==> config.mk <==
export PLATFORM = sky130hd
export DESIGN_NAME = valley_pulse_gen
export DESIGN_NICKNAME = d
export VERILOG_FILES = /design/src/rtl/vpg_pkg.sv /design/src/rtl/vpg_sync.sv /design/src/rtl/vpg_edge_det.sv /design/src/rtl/vpg_valley_cnt.sv /design/src/rtl/valley_pulse_gen.sv
export SDC_FILE = /design/constraint.sdc
export NUM_CORES = 1
export LEC_CHECK = 0
export BUFFER_PORTS_ARGS = -buffer_cell sky130_fd_sc_hd__buf_2
export CORE_AREA = 2 2 39 41
export DETAILED_ROUTE_END_ITERATION = 7
export DIE_AREA = 0 0 41 43
export GPL_ROUTABILITY_DRIVEN = 0
export PLACE_DENSITY_LB_ADDON = 0.2
export RECOVER_POWER = 25
export SLEW_MARGIN = 20
export SYNTH_ARGS = -nofsm -noshare
export SYNTH_HDL_FRONTEND = slang
export SYNTH_SLANG_ARGS = --single-unit
==> constraint.sdc <==
create_clock -name clk_i -period 1.6 [get_ports clk_i]
set_input_delay 0.16 -clock clk_i [delete_from_list [all_inputs] [get_ports clk_i]]
set_output_delay 0.16 -clock clk_i [all_outputs]
set_load 0.1 [all_outputs]
==> src/rtl/vpg_pkg.sv <==
package vpg_pkg;
  typedef struct packed {
    logic zc_fall;
    logic pwm_fall;
  } edges_t;
endpackage

==> src/rtl/vpg_sync.sv <==
module vpg_sync #(
  parameter int STAGES = 2
) (
  input  logic clk_i,
  input  logic rst_ni,
  input  logic d_i,
  output logic q_o
);
  logic [STAGES-1:0] sr_q;

  always_ff @(posedge clk_i or negedge rst_ni) begin
    if (!rst_ni) sr_q <= '0;
    else         sr_q <= {sr_q[STAGES-2:0], d_i};
  end

  assign q_o = sr_q[STAGES-1];
endmodule

==> src/rtl/vpg_edge_det.sv <==
module vpg_edge_det (
  input  logic            clk_i,
  input  logic            rst_ni,
  input  logic            zc_s_i,
  input  logic            pwm_i,
  output vpg_pkg::edges_t edges_o
);
  logic zc_q, pwm_q;

  always_ff @(posedge clk_i or negedge rst_ni) begin
    if (!rst_ni) begin
      zc_q  <= 1'b0;
      pwm_q <= 1'b0;
    end else begin
      zc_q  <= zc_s_i;
      pwm_q <= pwm_i;
    end
  end

  assign edges_o.zc_fall  = zc_q & ~zc_s_i;
  assign edges_o.pwm_fall = pwm_q & ~pwm_i;
endmodule

==> src/rtl/vpg_valley_cnt.sv <==
module vpg_valley_cnt #(
  parameter int CNT_W = 4
) (
  input  logic             clk_i,
  input  logic             rst_ni,
  input  logic             pwm_i,
  input  vpg_pkg::edges_t  edges_i,
  input  logic [CNT_W-1:0] valley_dem_i,
  output logic [CNT_W-1:0] cnt_o,
  output logic             armed_o,
  output logic             turn_on_o
);
  localparam logic [CNT_W-1:0] CNT_MAX = {CNT_W{1'b1}};
  localparam logic [CNT_W-1:0] CNT_ONE = {{(CNT_W-1){1'b0}}, 1'b1};

  logic [CNT_W-1:0] cnt_q, target;
  logic             armed_q, hit;

  // demand 0 maps to the first valley
  assign target = (valley_dem_i == '0) ? CNT_ONE : valley_dem_i;
  assign hit    = armed_q & ~pwm_i & ~edges_i.pwm_fall & (cnt_q == target);

  always_ff @(posedge clk_i or negedge rst_ni) begin
    if (!rst_ni) begin
      cnt_q   <= '0;
      armed_q <= 1'b0;
    end else if (edges_i.pwm_fall) begin
      cnt_q   <= '0;
      armed_q <= 1'b1;
    end else begin
      if (~pwm_i && edges_i.zc_fall && cnt_q != CNT_MAX) cnt_q <= cnt_q + CNT_ONE;
      if (hit) armed_q <= 1'b0;
    end
  end

  assign cnt_o     = cnt_q;
  assign armed_o   = armed_q;
  assign turn_on_o = hit;
endmodule

==> src/rtl/valley_pulse_gen.sv <==
module valley_pulse_gen #(
  parameter int CNT_W     = 4,
  parameter int SYNC_STGS = 2
) (
  input  logic             clk_i,
  input  logic             rst_ni,
  input  logic             pwm_i,
  input  logic             zc_i,
  input  logic [CNT_W-1:0] valley_dem_i,
  output logic             turn_on_o
);
  logic             zc_s;
  vpg_pkg::edges_t  edges;
  logic [CNT_W-1:0] cnt;
  logic             armed;

  vpg_sync #(.STAGES(SYNC_STGS)) u_sync (
    .clk_i (clk_i),
    .rst_ni(rst_ni),
    .d_i   (zc_i),
    .q_o   (zc_s)
  );

  vpg_edge_det u_edge (
    .clk_i  (clk_i),
    .rst_ni (rst_ni),
    .zc_s_i (zc_s),
    .pwm_i  (pwm_i),
    .edges_o(edges)
  );

  vpg_valley_cnt #(.CNT_W(CNT_W)) u_cnt (
    .clk_i       (clk_i),
    .rst_ni      (rst_ni),
    .pwm_i       (pwm_i),
    .edges_i     (edges),
    .valley_dem_i(valley_dem_i),
    .cnt_o       (cnt),
    .armed_o     (armed),
    .turn_on_o   (turn_on_o)
  );
endmodule

After elaboration in Yosys (flattened, before gate mapping)
Index checks and enable logic that the tools add are counted.
{ "classes": {"addsub": 1, "n_eq_ne": 2, "mux": 5, "bitwise": 8, "n_reduce_logical": 5} }
{ "op_table": {"columns": ["operator", "n"], "rows": [
  ["two-way mux 4 bit", 3],
  ["AND 1 bit", 5],
  ["adder 4 x 1 -> 4 bit (second input constant)", 1],
  ["equality test 4 bit", 1],
  ["logical NOT 4 bit", 1],
  ["!= test 4 bit (second input constant)", 1],
  ["nonzero test 2 bit", 2],
  ["inverter 1 bit", 3],
  ["logical AND 1 bit", 2],
  ["two-way mux 1 bit", 2]
]} }
{ "word_totals": {"regBits": 9, "inputBits": 8} }

Longest topological paths before layout
{ "logic_depth": {"depth_word": 7, "depth_mapped": 4, "ltp_nobuf": 4} }

Modules after synthesis
A second synthesis with hierarchy kept.
{ "unflattened": {"cells_unflattened": 40, "hier_area_um2": 452.9} }
{ "modules_own_cells": {"columns": ["mod", "n_inst", "cells_each", "area_each_um2", "seq_area_each_um2"], "rows": [
  ["vpg_valley_cnt", 1, 34, 325.3, 125.1],
  ["vpg_edge_det", 1, 4, 77.6, 50.0],
  ["vpg_sync", 1, 2, 50.0, 50.0]
]} }

Worst setup path after synthesis
OpenSTA, ideal clock, no wires.
{ "synth_path": {"path_type": "flip-flop to output port", "startpoint": "register u_cnt.cnt_q[0] (netlist: u_cnt.cnt_o[0])", "endpoint": "output turn_on_o", "arrival_time_ns": 1.746, "required_time_ns": 1.440, "path_slack_ns": -0.306, "path_stages_with_launch": 4, "path_buffers": 0, "path_cell_list": "dfrtp_1 > or4b_1 > o211ai_1 > and4_1"} }
{ "synth_via": {"elab_chain_cells": 2} }
{ "synth_lines": {"columns": ["item", "line_no", "source"], "rows": [
  ["start: declaration", "vpg_valley_cnt.sv:16", "logic [CNT_W-1:0] cnt_q, target;"],
  ["start signal: assignment", "vpg_valley_cnt.sv:31", "if (~pwm_i && edges_i.zc_fall && cnt_q != CNT_MAX) cnt_q <= cnt_q + CNT_ONE;"],
  ["equality test 4 bit", "vpg_valley_cnt.sv:21", "assign hit = armed_q & ~pwm_i & ~edges_i.pwm_fall & (cnt_q == target);"],
  ["AND 1 bit", "vpg_valley_cnt.sv:21", null],
  ["end: declaration", "valley_pulse_gen.sv:10", "output logic turn_on_o"]
]} }
No other way between the ends.

Final worst setup path
Ends and elaborated chain as after synthesis.

==> metrics.txt <==
status complete, but fails checks; failing checks setup timing; cell family with most CP delay simple AND/OR/NAND/NOR gates; Finished Cell Area 601 um^2; clock slew at reported path FFs roughly 0.060 ns; first-pass GRT wire length roughly 1400 um; GR Util met3 roughly 8%; RSZ-0062 raised after global routing yes; relative slew slack roughly two thirds; Final Slew Violations 0; vias in the first global route about 360; WP data required roughly 1.4 ns; CTS max path bufs 2; H-tree depth 1; synth cell count leaders dfrtp_1, a21oi_1; drt initial violations 1; post-synth top area share 49.9%; Worst path depth 4; post-synthesis average cell area between 10 and 15 um^2; clk_lat worst skew about 0.26 ns; Row Count 14; I/O Buffers 8; CP peak stage delay 0.44 ns; share of cells above drive strength 1 between 30% and 40%; via count ~370; GRT Overall Usage a little under an eighth; syn nets 50; Avg WL per Cell roughly 11 um; Fin Setup TNS -0.181 ns; setup ws final -0.181 ns; vias per inst between 5 and 6; Finished Layout Cells ~70; Power Density about 810 nW/um^2; maxcap violations 0; CP Class register to output pin; Distinct cells, synth 26; register area share after synthesis 49.9%; Inst Count DP 65; mapped cell area around 450 um^2; total gr overflow 0; GR peak layer met2; CTS sink cnt 9; Final nets 66; post-synthesis async set-or-reset flop share 100%; number of synthesized flops with an enable pin 0; Die Footprint 1760 um^2; I/O pin total 9; synthesized flop and latch total 9; Worst Tran Pin Value between 0.4 and 0.5 ns; Filler cells 139; initial antenna violation count 0; Final Cycle Share 111%; CP Launch Type register; Final Hold Fails 0; top post-synthesis cells by area dfrtp_1, and2b_2, xor2_1; die height 43 um; Worst Hold Margin around 0.08 ns; Initial Util about a third; largest net degree at the start of global routing 10; final WL approximately 830 um; skew final roughly 0.0024 ns; met2 Usage GRT 19.7%; fmax 561 MHz; Slowest-stage cell, CP or4b_1; YS warnings 0; Cell Chain, Critical Path or4b_1 -> o211ai_1 -> and4_4 -> buf_12; Core Region 1380 um^2; Die W 41 um; synth-to-layout area growth 33.0%; ys flop type dfrtp_1; drc violations 0; CTS Buf Count 3; Root Driver clkbuf_4; Min-Delay Path Depth 1; Peak VDD IR slightly below 400 uV; Synth Instances between 40 and 50; worst hold path class input pin to register; most common cell in the netlist dfrtp_1; Routed Antenna Nets 0; WP buf/inv 1; fin crit period between 1.5 and 2 ns; Finished Core Util a little over two fifths; R2R depth 5; leading area contributor after synthesis dfrtp_1; Setup crit end kind output pin; CTS tree built; Leakage between 0.0002 and 0.0003 uW; Worst Path Arrival between 1.5 and 2 ns; first-pass iteration count of the detailed router 2; n_diodes 0; Placement Cell Area 529 um^2; CP Max Fanout 4; Final setup viols 1; grt met1 use between 10% and 20%
-- cell families (layout without fill, tap and decap cells) --
family | after synthesis | count (layout) | share of synthesized area, %
buffers and inverters | 1 | 16 | 0.830
and+or+nand+nor | 17 | 17 | 26.3
DFF | 9 | 9 | 49.9
xor gates and xnor gates | 3 | 3 | 5.82
adders and majority gates | 1 | 1 | 2.77
AOI/OAI and AO/OA | 10 | 10 | 14.4
-- stage by stage --
| stage | power, uW | setup slack [ns] |
|---|---|---|
| after floorplan | 283 | 0.0731 |
| after global placement | 308 | 0.0671 |
| after detailed placement | 308 | 0.0497 |
| after CTS | 494 | -0.183 |
| after global routing | 522 | -0.276 |
| final | 485 | -0.181 |
-- placed cells by master, fill, tap and decap left out, types with 2 or more instances in the layout --
cell           count
dfrtp_1            9
xor2_1             2
dlygate4sd3_1      2
buf_2              6
o21ai_0            2
or3_1              2
clkbuf_4           3
and2b_2            2
nor2_1             2
a21oi_1            3
-- registers in the layout (all words and copies together), names as in the netlist --
| register | cells |
|---|---|
| u_sync.sr_q | 2 |
| u_edge.zc_q | 1 |
| u_edge.pwm_q | 1 |
| u_cnt.cnt_o | 4 |
| u_cnt.armed_o | 1 |
-- where the power goes --
| part | internal (uW) | total, uW | switching (uW) |
|---|---|---|---|
| Sequential | 239 | 248 | 9.02 |
| Combinational | 34.2 | 67.1 | 32.9 |
| Clock | 92.0 | 170 | 77.8 |
| Total | 365 | 485 | 120 |
-- routing by layer --
| metal | share of wire [%] | vias up |
|---|---|---|
| met1 | 44 | 181 |
| met3 | 5.3 | 0 |
| met2 | 50 | 6 |
| met4 | 0 | 0 |
| met5 | 0 | - |
| li1 | - | 185 |
-- final cells by class --
| cell class | count | area (um^2) | area share, % |
|---|---|---|---|
| Clock buffer | 3 | 22.5 | 3.75 |
| Sequential cell | 9 | 225 | 37.5 |
| Timing Repair Buffer | 11 | 81.3 | 13.5 |
| Multi-Input combinational cell | 31 | 243 | 40.4 |
| Clock inverter | 1 | 5.00 | 0.833 |
| Inverter | 1 | 3.75 | 0.625 |
| Tap cell | 16 | 20.0 | 3.33 |
-- worst register-to-register path, delay by kind of cell, from the launching register on --
kind / cells / cell delay (ns)
and+or+nand+nor: 2 / 0.52
AOI/OAI and AO/OA: 1 / 0.15
buffers and inverters: 1 / 0.16
DFF: 1 / 0.40
adders and majority gates: 1 / 0.15
-- final timing paths --
kind / from / endpoint / slack, ns
worst max-delay path: u_cnt.cnt_o[0] / turn_on_o / -0.18
worst min-delay path: pwm_i / u_edge.pwm_q / 0.08
worst max register to register: u_cnt.cnt_o[0] / u_cnt.cnt_o[0] / 0.15
worst min register to register: u_sync.sr_q[0] / u_sync.sr_q[1] / 0.35
max in group asynchronous: rst_ni / u_cnt.armed_o / 0.92
min in group asynchronous: rst_ni / u_sync.sr_q[0] / 0.36
-- what timing repair did --
item                                    4_1_cts  5_1_grt
hold buffers                                  2        0
endpoints found under the setup margin        1        3
pin swaps                                     0        3
gates cloned                                  0        0
resized for setup                             0        4
buffers inserted                              1        1
hold endpoints to repair                     10        0
No activity file was read; power rests on OpenSTA's default activity.
